File: config.mk
export PLATFORM = sky130hd
export DESIGN_NAME = mdr_wakeup_rx
export DESIGN_NICKNAME = d
export VERILOG_FILES = /design/src/rtl/mdr_pkg.sv /design/src/rtl/mdr_deser.sv /design/src/rtl/mdr_filter.sv /design/src/rtl/mdr_hold.sv /design/src/rtl/mdr_wakeup_rx.sv
export SDC_FILE = /design/constraint.sdc
export NUM_CORES = 1
export LEC_CHECK = 0
export BUFFER_PORTS_ARGS = -buffer_cell sky130_fd_sc_hd__buf_4
export CORE_UTILIZATION = 49
export DETAILED_ROUTE_END_ITERATION = 7
export PLACE_DENSITY = 0.74
export RECOVER_POWER = 50
export SLEW_MARGIN = 10
export SYNTH_ARGS = -nofsm -noshare
export SYNTH_HDL_FRONTEND = slang
export SYNTH_SLANG_ARGS = --single-unit
File: constraint.sdc
create_clock -name clk -period 1.5 [get_ports clk]
set_input_delay 0.075 -clock clk [delete_from_list [all_inputs] [get_ports clk]]
set_output_delay 0.075 -clock clk [all_outputs]
set_load 0.03 [all_outputs]
File: src/rtl/mdr_pkg.sv
// Shared types for the multidrop wake-up receiver.
// Assumes one frame is in flight at a time and that the bit strobe is already mid-bit.
package mdr_pkg;

    // Deserializer phase within a frame
    typedef enum logic [1:0] {
        PH_IDLE = 2'd0,
        PH_DATA = 2'd1,
        PH_FLAG = 2'd2,
        PH_STOP = 2'd3
    } mdr_phase_e;

    // Qualifiers that travel with each completed character
    typedef struct packed {
        logic flag;     // address marker (already masked by mode)
        logic stop_ok;  // stop bit sampled high
        logic md;       // frame was received in multidrop mode
    } mdr_tag_t;

endpackage

File: src/rtl/mdr_deser.sv
// Frame deserializer: start bit, DATA_W data bits LSB first, optional flag bit, stop bit.
// Emits a one-cycle cv_valid with the character and its qualifiers on the stop strobe.
// Assumes bit_tick pulses once per bit period at mid-bit.
module mdr_deser
    import mdr_pkg::*;
#(
    parameter int unsigned DATA_W = 8
) (
    input  logic              clk,
    input  logic              rst_n,
    input  logic              bit_tick,
    input  logic              rxd,
    input  logic              md_en,
    output logic              cv_valid,
    output logic [DATA_W-1:0] cv_data,
    output mdr_tag_t          cv_tag
);
    localparam int unsigned CNT_W = (DATA_W > 1) ? $clog2(DATA_W) : 1;
    localparam logic [CNT_W-1:0] LAST_BIT = CNT_W'(DATA_W - 1);

    mdr_phase_e        phase_q;
    logic [CNT_W-1:0]  cnt_q;
    logic [DATA_W-1:0] shift_q;
    logic              md_q;
    logic              flag_q;

    // Walk through the frame phases and capture bits on each strobe
    always_ff @(posedge clk) begin
        if (!rst_n) begin
            phase_q  <= PH_IDLE;
            cnt_q    <= '0;
            shift_q  <= '0;
            md_q     <= 1'b0;
            flag_q   <= 1'b0;
            cv_valid <= 1'b0;
            cv_data  <= '0;
            cv_tag   <= '0;
        end else begin
            cv_valid <= 1'b0;
            if (bit_tick) begin
                unique case (phase_q)
                    PH_IDLE: begin
                        if (!rxd) begin
                            phase_q <= PH_DATA;
                            cnt_q   <= '0;
                            md_q    <= md_en;
                            flag_q  <= 1'b0;
                        end
                    end
                    PH_DATA: begin
                        shift_q <= {rxd, shift_q[DATA_W-1:1]};
                        cnt_q   <= cnt_q + 1'b1;
                        if (cnt_q == LAST_BIT) begin
                            phase_q <= md_q ? PH_FLAG : PH_STOP;
                        end
                    end
                    PH_FLAG: begin
                        flag_q  <= rxd;
                        phase_q <= PH_STOP;
                    end
                    PH_STOP: begin
                        cv_valid       <= 1'b1;
                        cv_data        <= shift_q;
                        cv_tag.flag    <= md_q & flag_q;
                        cv_tag.stop_ok <= rxd;
                        cv_tag.md      <= md_q;
                        phase_q        <= PH_IDLE;
                    end
                    default: phase_q <= PH_IDLE;
                endcase
            end
        end
    end

endmodule

File: src/rtl/mdr_filter.sv
// Acceptance filter: decides whether a completed character is delivered and
// maintains the receiver-enable state (software pulses or hardware address match).
// Assumes cv_* is a one-cycle pulse from the deserializer.
module mdr_filter
    import mdr_pkg::*;
#(
    parameter int unsigned DATA_W = 8
) (
    input  logic              clk,
    input  logic              rst_n,
    input  logic              cv_valid,
    input  logic [DATA_W-1:0] cv_data,
    input  mdr_tag_t          cv_tag,
    input  logic              auto_match,
    input  logic [DATA_W-1:0] station_addr,
    input  logic              en_set,
    input  logic              en_clr,
    output logic              accept,
    output logic              rx_enabled
);
    logic good_frame;
    logic addr_frame;
    logic rx_en_q;

    // Classify the current character and decide on delivery
    always_comb begin
        good_frame = cv_valid & cv_tag.stop_ok;
        addr_frame = good_frame & cv_tag.md & cv_tag.flag;
        accept     = good_frame & (addr_frame | rx_en_q);
    end

    // Receiver enable: hardware match first, then clear, then set
    always_ff @(posedge clk) begin
        if (!rst_n) begin
            rx_en_q <= 1'b0;
        end else if (addr_frame && auto_match) begin
            rx_en_q <= (cv_data == station_addr);
        end else if (en_clr) begin
            rx_en_q <= 1'b0;
        end else if (en_set) begin
            rx_en_q <= 1'b1;
        end
    end

    assign rx_enabled = rx_en_q;

endmodule

File: src/rtl/mdr_hold.sv
// Holding register with ready flag and interrupt request.
// Assumes accept is at most one cycle per character.
module mdr_hold #(
    parameter int unsigned DATA_W = 8
) (
    input  logic              clk,
    input  logic              rst_n,
    input  logic              accept,
    input  logic [DATA_W-1:0] cv_data,
    input  logic              addr_flag,
    input  logic              rd_ack,
    input  logic              irq_en,
    output logic [DATA_W-1:0] rx_data,
    output logic              rx_is_addr,
    output logic              rx_ready,
    output logic              irq
);
    // Load on delivery; otherwise a read clears the ready flag
    always_ff @(posedge clk) begin
        if (!rst_n) begin
            rx_data    <= '0;
            rx_is_addr <= 1'b0;
            rx_ready   <= 1'b0;
        end else if (accept) begin
            rx_data    <= cv_data;
            rx_is_addr <= addr_flag;
            rx_ready   <= 1'b1;
        end else if (rd_ack) begin
            rx_ready   <= 1'b0;
        end
    end

    // Interrupt follows ready when enabled
    always_comb begin
        irq = rx_ready & irq_en;
    end

endmodule

File: src/rtl/mdr_wakeup_rx.sv
// Multidrop wake-up receiver top: deserializer, acceptance filter, holding register.
// Assumes an external baud generator supplies bit_tick at mid-bit.
module mdr_wakeup_rx
    import mdr_pkg::*;
#(
    parameter int unsigned DATA_W = 8
) (
    input  logic              clk,
    input  logic              rst_n,
    input  logic              bit_tick,
    input  logic              rxd,
    input  logic              md_en,
    input  logic              auto_match,
    input  logic [DATA_W-1:0] station_addr,
    input  logic              irq_en,
    input  logic              en_set,
    input  logic              en_clr,
    input  logic              rd_ack,
    output logic [DATA_W-1:0] rx_data,
    output logic              rx_is_addr,
    output logic              rx_ready,
    output logic              rx_enabled,
    output logic              irq
);
    logic              cv_valid;
    logic [DATA_W-1:0] cv_data;
    mdr_tag_t          cv_tag;
    logic              accept;

    mdr_deser #(.DATA_W(DATA_W)) u_deser (
        .clk      (clk),
        .rst_n    (rst_n),
        .bit_tick (bit_tick),
        .rxd      (rxd),
        .md_en    (md_en),
        .cv_valid (cv_valid),
        .cv_data  (cv_data),
        .cv_tag   (cv_tag)
    );

    mdr_filter #(.DATA_W(DATA_W)) u_filter (
        .clk          (clk),
        .rst_n        (rst_n),
        .cv_valid     (cv_valid),
        .cv_data      (cv_data),
        .cv_tag       (cv_tag),
        .auto_match   (auto_match),
        .station_addr (station_addr),
        .en_set       (en_set),
        .en_clr       (en_clr),
        .accept       (accept),
        .rx_enabled   (rx_enabled)
    );

    mdr_hold #(.DATA_W(DATA_W)) u_hold (
        .clk        (clk),
        .rst_n      (rst_n),
        .accept     (accept),
        .cv_data    (cv_data),
        .addr_flag  (cv_tag.flag),
        .rd_ack     (rd_ack),
        .irq_en     (irq_en),
        .rx_data    (rx_data),
        .rx_is_addr (rx_is_addr),
        .rx_ready   (rx_ready),
        .irq        (irq)
    );

endmodule

# After elaboration in Yosys (flattened, before gate mapping)
# Cells that the tools add are included.
# Widths: inputs -> output; s select.
[op_classes]
mux = 14
n_eq_ne = 7
n_bitwise = 8
reduce_logical = 13
add_sub_neg = 1
[op_table]
columns = ["operator", "n"]
rows = [
  ["$reduce_and 3->1", 4],
  ["$eq 8x8->1", 1],
  ["$mux 1", 8],
  ["$pmux 2 s4", 1],
  ["$and 1x1->1", 6],
  ["$pmux 3 s2", 1],
  ["$reduce_and 2->1", 3],
  ["$reduce_bool 2->1", 3],
  ["$eq 2x2->1 const B", 2],
  ["$mux 2", 2],
  ["$add 3x1->3 const B", 1],
  ["$eq 3x3->1 const B", 1],
  ["$mux 3", 1],
  ["$reduce_bool 3->1", 1],
  ["$eq 2x1->1 const B", 1],
  ["$logic_not 2->1", 1],
  ["$ne 2x1->1 const B", 1],
  ["$ne 2x2->1 const B", 1],
  ["$pmux 1 s2", 1],
  ["$logic_and 1x1->1", 1],
  ["$not 1->1", 1],
  ["$or 1x1->1", 1],
]
[totals]
regBits = 38
wordCells = 57
in_bits = 18

# Logic depth before layout (Yosys ltp)
# Gate-level depths: netlist (run 1).
[depth]
ltp_word = 6
ltp_mapped = 6
depth_no_buf = 6

# Modules after synthesis
# A second synthesis (run 1) with hierarchy kept.
[hier_totals]
hier_cells = 186
hier_area_um2 = 1715.4
[modules_own_cells]
columns = ["mod", "seq_area_each_um2", "cells_per_inst", "instances", "area_each_um2"]
rows = [
  ["mdr_deser", 540.5, 134, 1, 1187.4],
  ["mdr_hold", 200.2, 32, 1, 377.9],
  ["mdr_filter", 20.0, 20, 1, 150.1],
]

# Worst setup path before layout (run 1)
# No wires, ideal clock.
[synth_timing]
path_type = "reg2reg"
startpoint = "register u_deser.phase_q[0]"
endpoint = "register u_deser.cnt_q[1]"
n_path_buf = 0
path_slack_ns = 0.144
required_time_ns = 1.382
path_stages_with_launch = 7
arrival_ns = 1.238
cell_sequence = "dfxtp_1 inv_1 ha_1 a21boi_4 o21ai_0 a32oi_1 nor2b_1"
[synth_via]
elab_chain_cells = 3
[synth_rtl]
columns = ["item", "line_no", "source"]
rows = [
  ["start, declared", "mdr_deser.sv:21", "mdr_phase_e phase_q;"],
  ["start signal, assigned", "mdr_deser.sv:54", "phase_q <= md_q ? PH_FLAG : PH_STOP;"],
  ["$eq 2x1->1 or $logic_not 2->1 (tied branches)", "mdr_deser.sv:41", "unique case (phase_q)"],
  ["$reduce_bool 2->1 (no line) or $ne 2x2->1 (tied branches)", "--", ""],
  ["$reduce_and 3->1 (no line)", "--", ""],
  ["end signal, assigned", "mdr_deser.sv:52", "cnt_q <= cnt_q + 1'b1;"],
  ["end, declared", "mdr_deser.sv:22", "logic [CNT_W-1:0] cnt_q;"],
]
# Several ways; a longest one is shown, not always the timed one.
# A chain may end at the register's enable or synchronous reset.

# Worst setup path after layout (run 1)
[layout_timing]
startpoint = "register u_deser.phase_q[1]"
endpoint = "register u_deser.cnt_q[2]"
# Same word-level chain as after synthesis.

==> Flow_metrics.wiki, run 1 <==
{| class="wikitable"
! Metric !! Value
|-
| Outcome || finished, final reports clean
|-
| RSZ-0062 raised after global routing || false
|-
| Final estimated routing congestion in global placement || about 0.76
|-
| Effective utilization at floorplan || 0.5353
|-
| Antenna cell count || 0
|-
| TritonCTS Buffers || 5
|-
| Max Cap Violations || 0
|-
| Master of the slowest instance on the critical path || dfxtp_2
|-
| Synthesis-stage register bit count || 38
|-
| Number of buffers between clock root and the deepest sink || 2
|-
| Later-pin clock latency in the skew report || 340 ps
|-
| Vias per inst || between 5 and 6
|-
| Clock-pin slew reported for the worst setup and hold paths after clock tree synthesis || 100 ps
|-
| Worst Path Buf+Inv || 1
|-
| Time the final worst path needs with I/O delays and setup || 1424 ps
|-
| Cell depth of the worst hold path || 3
|-
| IR Drop Worst-Case VDD || 0.6390 mV
|-
| Port Buf Inserts || 29
|-
| Number of enable-type register cells in the synthesized netlist || 0
|-
| Number of cells on the worst reg-to-reg path || 6
|-
| Final sum of negative setup slack || 0 ps
|-
| Sort of element at the end of the critical path || register
|-
| Slew of the pin with the lowest slew margin || 374.9 ps
|-
| Synth cell types || 29
|-
| Die footprint || 3683 sq um
|-
| Required time of the worst setup path || 1730 ps
|-
| Worst Clk Skew || 7.259 ps
|-
| Top library cells by usage in the layout, fill and taps aside || 37 x dfxtp_1, 35 x nand2_1, 22 x a21boi_0
|-
| Pre-CTS setup slack || -67.05 ps
|-
| Clk sink count || 38
|-
| Horiz. Die Dim || 60.69 um
|-
| Most common flop cell mapped by yosys || dfxtp_1
|-
| Number of setup violations in the final report || 0
|-
| Vias || 1351
|-
| Synthesized instance count || 183
|-
| Fraction of final layout cells with drive strength greater than 1 || 0.1598
|-
| Critical-path cell list || inv_1, ha_1, a21boi_4, o21ai_1, a32oi_1, nor2b_1
|-
| Worst Slack Setup Final || 75.57 ps
|-
| Kind of cell adding the most delay to the critical path || compound AO/OA/AOI/OAI gates
|-
| First-pass iteration count of the detailed router || 4
|-
| Count of pins on the block boundary || 30
|-
| Root Driver || clkbuf_4
|-
| Height of the die || 60.69 um
|-
| Number of placement rows || 20
|-
| Sequential cell area fraction in the yosys report || 0.4507
|-
| Number of warnings issued by yosys || 0
|-
| Detailed router's first-iteration violation count || 75
|-
| Hpwl dp || 2348 um
|-
| Critical path's largest stage delay || 370 ps
|-
| Routed wire length per instance || 12.25 um
|-
| Syn avg cell area || 9.223 sq um
|-
| Count of antenna-violating nets left after detailed routing || 0
|-
| Top fanout value on the critical path || 5
|-
| Max-slew headroom at the worst pin || 0.7511
|-
| Kind of path behind the tightest hold check || in2reg
|-
| Initial antenna violation count || 0
|-
| Worst endpoint data arrival time || 1660 ps
|-
| Pin count of the biggest net entering global routing || 40
|-
| Sum of overflow across all layers after global routing || 0
|-
| Highest achievable clock rate || roughly 700 MHz
|-
| Wire length reported by the detailed router || 3222 um
|-
| TritonCTS clock tree || built
|-
| Slew Limit Fails || 0
|-
| Number of hold violations in the final report || 0
|-
| Standard cell core area || 3153 sq um
|-
| Netlist area before placement || 1688 sq um
|-
| Share of async-settable or async-resettable flops after synthesis || 0
|-
| Post-synth net total || between 200 and 250
|-
| Setup Crit Path Kind || reg2reg
|-
| Vias in the first global route || ~1300
|-
| Leakage power of the design || 0.7495 nW
|-
| Most common library cell in the layout ignoring fill and taps || dfxtp_1
|-
| Area growth from synthesis to final layout || 19.79%
|-
| Nets || between 200 and 250
|-
| Power density over the cells || 921.7 nW/um^2
|-
| Critical path depth || 6
|-
| Global-route wire length before repair || 5347 um
|-
| DRC viols || 0
|-
| Total routing usage reported by global routing || 0.1986
|-
| Number of levels the H-tree was split into || 2
|-
| Period Utilization, post-route || 0.9496
|-
| Kind of start point of the critical path || register
|}
[worst register-to-register path, stage by stage, from the launching register on]
cell and delay [ps]:
dfxtp_2 370, inv_1 80, ha_1 270, a21boi_4 200, o21ai_1 150, a32oi_1 200, nor2b_1 60
[cells in the mapped netlist, drive strengths merged, types with 4 or more instances]
| master | number | area, sq um |
|---|---|---|
| xor2 | 7 | 61.31 |
| mux2i | 10 | 100.1 |
| ha | 6 | 75.07 |
| inv | 5 | 18.77 |
| clkbuf | 4 | 15.01 |
| nand3 | 11 | 55.05 |
| nor2b | 13 | 81.33 |
| o21ai | 6 | 33.78 |
| a21boi | 23 | 183.9 |
| buf | 4 | 20.02 |
| nand2 | 35 | 131.4 |
| dfxtp | 38 | 760.7 |
[timing repair]
item,4_1_cts,5_1_grt
hold buffers,3,0
pin swaps,1,0
hold endpoints to repair,2,0
endpoints found under the setup margin,3,2
gates resized for setup,1,2
buffers inserted,2,0
[metal layers]
layer | global-route usage | vias to the layer above | wire [um]
li1 | - | 690 | -
met1 | 0.2365 | 611 | 1440
met2 | 0.3250 | 44 | 1523
met3 | 0.05757 | 6 | 190
met4 | 0.1039 | 0 | 69
met5 | 0 | - | 0
[cell families (layout without fill, tap and decap cells)]
logic type / Yosys count / after routing / share of synthesized area
flops: 38 / 38 / 0.4507
fa+ha+maj: 6 / 6 / 0.04448
mux: 10 / 10 / 0.05931
xor+xnor: 8 / 8 / 0.04151
simple gates: 70 / 70 / 0.2031
buf+inv: 13 / 49 / 0.03187
compound gates: 38 / 38 / 0.1690
[state kept, by name, summed over array words and instances (netlist names)]
signal / count
u_hold.rx_ready: 1
u_deser.cv_tag: 3
u_deser.cv_valid: 1
u_deser.flag_q: 1
u_hold.rx_is_addr: 1
u_deser.cnt_q: 3
u_deser.shift_q: 8
u_deser.phase_q: 2
u_hold.rx_data: 8
u_deser.md_q: 1
u_filter.rx_enabled: 1
u_deser.cv_data: 8
[through the flow]
step / power (W) / cell area [sq um] / cells / hold slack, ps / util
after floorplan: 0.001162 / 1688 / 183 / 219.9 / -
after global placement: 0.001225 / 1941 / 250 / 335.8 / 0.6155
after detailed placement: 0.001233 / 1941 / 250 / 342.0 / 0.6155
after CTS: 0.001883 / 2064 / 263 / 17.65 / 0.6548
after global routing: 0.001954 / 2022 / 263 / 12.70 / 0.6413
final: 0.001864 / 2022 / 263 / 31.48 / 0.6413
[worst paths after layout]
path / from / to / slack [ps]
worst max-delay path: u_deser.phase_q[1] / u_deser.cnt_q[2] / 80
worst min-delay path: rd_ack / u_hold.rx_ready / 30
worst max register to register: u_deser.phase_q[1] / u_deser.cnt_q[2] / 80
worst min register to register: u_deser.shift_q[0] / u_deser.shift_q[0] / 470
[area by class of cell]
class                   count  area, sq um
multi-input cells         132        874.6
flip-flops and latches     38        762.0
fillers                   293         1131
inverters                   5        18.77
clock buffers               8        78.83
well taps                  44        55.05
repair buffers             36        232.7
[where the power goes]
group | switching (W) | internal, W | leakage [nW] | total [W]
registers | 0.00000987 | 0.00102 | 0.307 | 0.00103
clock network | 0.000320 | 0.000320 | 0.0446 | 0.000640
logic | 0.0000984 | 0.0000950 | 0.398 | 0.000193
Power figures use the tool's default switching activity.
==> run 2: changes to the inputs <==
--- a/config.mk
+++ b/config.mk
@@ -8,2 +8,3 @@
 export BUFFER_PORTS_ARGS = -buffer_cell sky130_fd_sc_hd__buf_4
+export CORE_MARGIN = 2
 export CORE_UTILIZATION = 49
--- a/constraint.sdc
+++ b/constraint.sdc
@@ -3,2 +3,2 @@
 set_output_delay 0.075 -clock clk [all_outputs]
-set_load 0.03 [all_outputs]
+set_load 0.05 [all_outputs]
==> run 2 against run 1 <==
Sequential share of layout area about the same. Die area increased by 6.7%. Combinational power decreased by 2%. Critical path depth unchanged. Routed wire length decreased by 2.2%. Non-clock buffer count decreased by 1. Hold slack got worse by 12 ps. Flip-flop and latch count unchanged. Fmax increased by 6.3%. Via count decreased by 2.1%. Largest cell class unchanged.
==> Flow_metrics.wiki, run 2 (synthesis results as in run 1) <==
{| class="wikitable"
! Metric !! Value
|-
| Vias in the first global route || 1320 (was 1255)
|-
| Number of levels the H-tree was split into || 2 (unchanged)
|-
| Sort of element at the end of the critical path || register (unchanged)
|-
| Root Driver || clkbuf_4 (unchanged)
|-
| Count of pins on the block boundary || 30 (unchanged)
|-
| Outcome || finished, final reports clean (unchanged)
|-
| Global-route wire length before repair || 5664 um (was 5347 um)
|-
| Number of hold violations in the final report || 0 (unchanged)
|-
| Height of the die || 62.69 um (was 60.69 um)
|-
| Sw Pwr || 0.0004427 W (was 0.0004280 W)
|-
| TritonCTS clock tree || built (unchanged)
|-
| Detailed router's first-iteration violation count || 37 (was 75)
|-
| Total routing usage reported by global routing || 0.1843 (was 0.1986)
|-
| Kind of path behind the tightest hold check || in2reg (unchanged)
|-
| Setup Crit Path Kind || reg2reg (unchanged)
|-
| Initial antenna violation count || 0 (unchanged)
|-
| Cell Count Post-Placement || 251 (was 250)
|-
| Area growth from synthesis to final layout || 20.01% (was 19.79%)
|-
| Fraction of power consumed by sequential logic || 0.543 (was 0.553)
|-
| Clock-pin slew reported for the worst setup and hold paths after clock tree synthesis || 110 ps (was 100 ps)
|-
| Nets || 241 (was 242)
|-
| Time the final worst path needs with I/O delays and setup || 1340 ps (was 1424 ps)
|-
| Most common library cell in the layout ignoring fill and taps || dfxtp_1 (unchanged)
|-
| Fraction of final layout cells with drive strength greater than 1 || 0.1697 (was 0.1598)
|-
| Worst endpoint data arrival time || 1580 ps (was 1660 ps)
|-
| Post-route design area || 2026 sq um (was 2022 sq um)
|-
| Horiz. Die Dim || 62.69 um (was 60.69 um)
|-
| Slew Limit Fails || 0 (unchanged)
|-
| Number of setup violations in the final report || 0 (unchanged)
|-
| Top library cells by usage in the layout, fill and taps aside || 36 x dfxtp_1, 35 x nand2_1, 22 x a21boi_0 (was 37 x dfxtp_1, 35 x nand2_1, 22 x a21boi_0)
|-
| Wire length reported by the detailed router || 3150 um (was 3222 um)
|-
| RSZ-0062 raised after global routing || false (unchanged)
|-
| Max-slew headroom at the worst pin || 0.6024 (was 0.7511)
|-
| Pin count of the biggest net entering global routing || 40 (unchanged)
|-
| First-pass iteration count of the detailed router || 4 (unchanged)
|-
| Sum of overflow across all layers after global routing || 0 (unchanged)
|-
| Routed wire length per instance || 11.93 um (was 12.25 um)
|-
| Leakage power of the design || 0.7479 nW (was 0.7495 nW)
|-
| Antenna cell count || 0 (unchanged)
|-
| Max Cap Violations || 0 (unchanged)
|-
| Standard cell core area || 3311 sq um (was 3153 sq um)
|-
| Vias || 1323 (was 1351)
|-
| Portion of total power attributed to combinational logic || 0.100 (was 0.104)
|-
| Number of buffers between clock root and the deepest sink || 2 (unchanged)
|-
| IR Drop Worst-Case VDD || 0.5437 mV (was 0.6390 mV)
|-
| Source of the critical timing path || u_deser.phase_q[1] (unchanged)
|-
| Fin cells || 264 (was 263)
|-
| Slew of the pin with the lowest slew margin || 598.9 ps (was 374.9 ps)
|-
| TritonCTS Buffers || 5 (unchanged)
|-
| Hpwl dp || 2210 um (was 2348 um)
|-
| Period Utilization, post-route || 0.8934 (was 0.9496)
|-
| DRC viols || 0 (unchanged)
|-
| Clk sink count || 38 (unchanged)
|-
| Clk pwr share || 0.357 (was 0.343)
|-
| Required time of the worst setup path || 1740 ps (was 1730 ps)
|-
| Number of placement rows || 21 (was 20)
|-
| Final estimated routing congestion in global placement || 0.7632 (was 0.7604)
|-
| Later-pin clock latency in the skew report || 350 ps (was 340 ps)
|-
| Highest achievable clock rate || 746.2 MHz (was 702.0 MHz)
|-
| Top fanout value on the critical path || 7 (was 5)
|-
| Count of antenna-violating nets left after detailed routing || 0 (unchanged)
|-
| Power density over the cells || 938.8 nW/um^2 (was 921.7 nW/um^2)
|-
| Area after detailed placement || 1936 sq um (was 1941 sq um)
|-
| Int Power || 0.001459 W (was 0.001436 W)
|-
| Startpoint of the most critical hold path || rd_ack (unchanged)
|-
| RR Startpoint || u_deser.phase_q[1] (unchanged)
|-
| Vias per inst || 5.011 (was 5.137)
|-
| Worst Clk Skew || 9.465 ps (was 7.259 ps)
|-
| Effective utilization at floorplan || 0.5098 (was 0.5353)
|-
| Biggest regs || u_deser.cv_data x8, u_deser.shift_q x8, u_hold.rx_data x8 (unchanged)
|-
| Die footprint || 3930 sq um (was 3683 sq um)
|-
| Kind of start point of the critical path || register (unchanged)
|-
| Port Buf Inserts || 29 (unchanged)
|-
| Switch share || 0.2328 (was 0.2296)
|}
## run 2: metal layers
metal  vias up  share of wire  global-route usage
met5         -              0                   0
met4         0          0.021             0.07778
met3         7          0.050             0.06847
met2        25           0.48              0.3239
met1       600           0.45              0.1979
li1        691              -                   -
## run 2: cell type report
type | instances | area (sq um)
multi-input cells | 132 | 878.3
well taps | 46 | 57.56
clock inverters | 3 | 40.04
clock buffers | 5 | 37.54
flip-flops and latches | 38 | 763.2
repair buffers | 35 | 230.2
inverters | 5 | 18.77
fillers | 325 | 1285
## run 2: final timing paths
kind	end	slack [ps]	depth (start not counted)
setup / recovery	u_deser.phase_q[1]	160	6
hold / removal	u_hold.rx_ready	20	3
setup reg to reg	u_deser.phase_q[1]	160	6
hold reg to reg	u_deser.cv_data[0]	480	2
## run 2: power by group through the flow
stage | combinational, W | sequential, W | clock [W]
floorplan | 0.000108 | 0.00106 | 0
global placement | 0.000169 | 0.00105 | 0
detailed placement | 0.000175 | 0.00105 | 0
CTS | 0.000183 | 0.00103 | 0.000702
global route | 0.000211 | 0.00104 | 0.000754
finish | 0.000189 | 0.00103 | 0.000680
## run 2: critical path, cell delays in order, from the launching register on
cell	delay, ps
dfxtp_2	350
inv_1	90
ha_2	260
inv_1	90
o21ai_2	200
mux2i_1	200
nor2b_1	50
## run 2: through the flow
| step | hold slack (ps) | total power [W] | utilization | setup slack, ps | setup TNS [ps] |
|---|---|---|---|---|---|
| final | 19.10 | 0.001902 | 0.6119 | 159.9 | 0 |
| after floorplan | 219.9 | 0.001164 | - | 63.99 | 0 |
| after global placement | 334.6 | 0.001221 | 0.5847 | 90.90 | 0 |
| after detailed placement | 343.9 | 0.001230 | 0.5847 | -37.80 | -73.70 |
| after global routing | 16.34 | 0.002000 | 0.6119 | 18.58 | 0 |
| after CTS | 1.258 | 0.001917 | 0.6172 | 1.394 | 0 |
## run 2: repair_timing
action / in CTS / in global routing
hold buffers: 3 / 1
setup endpoints to repair: 2 / 8
setup buffers: 0 / 1
gates resized for setup: 1 / 4
pin swaps: 0 / 1
endpoints found under the hold margin: 2 / 1
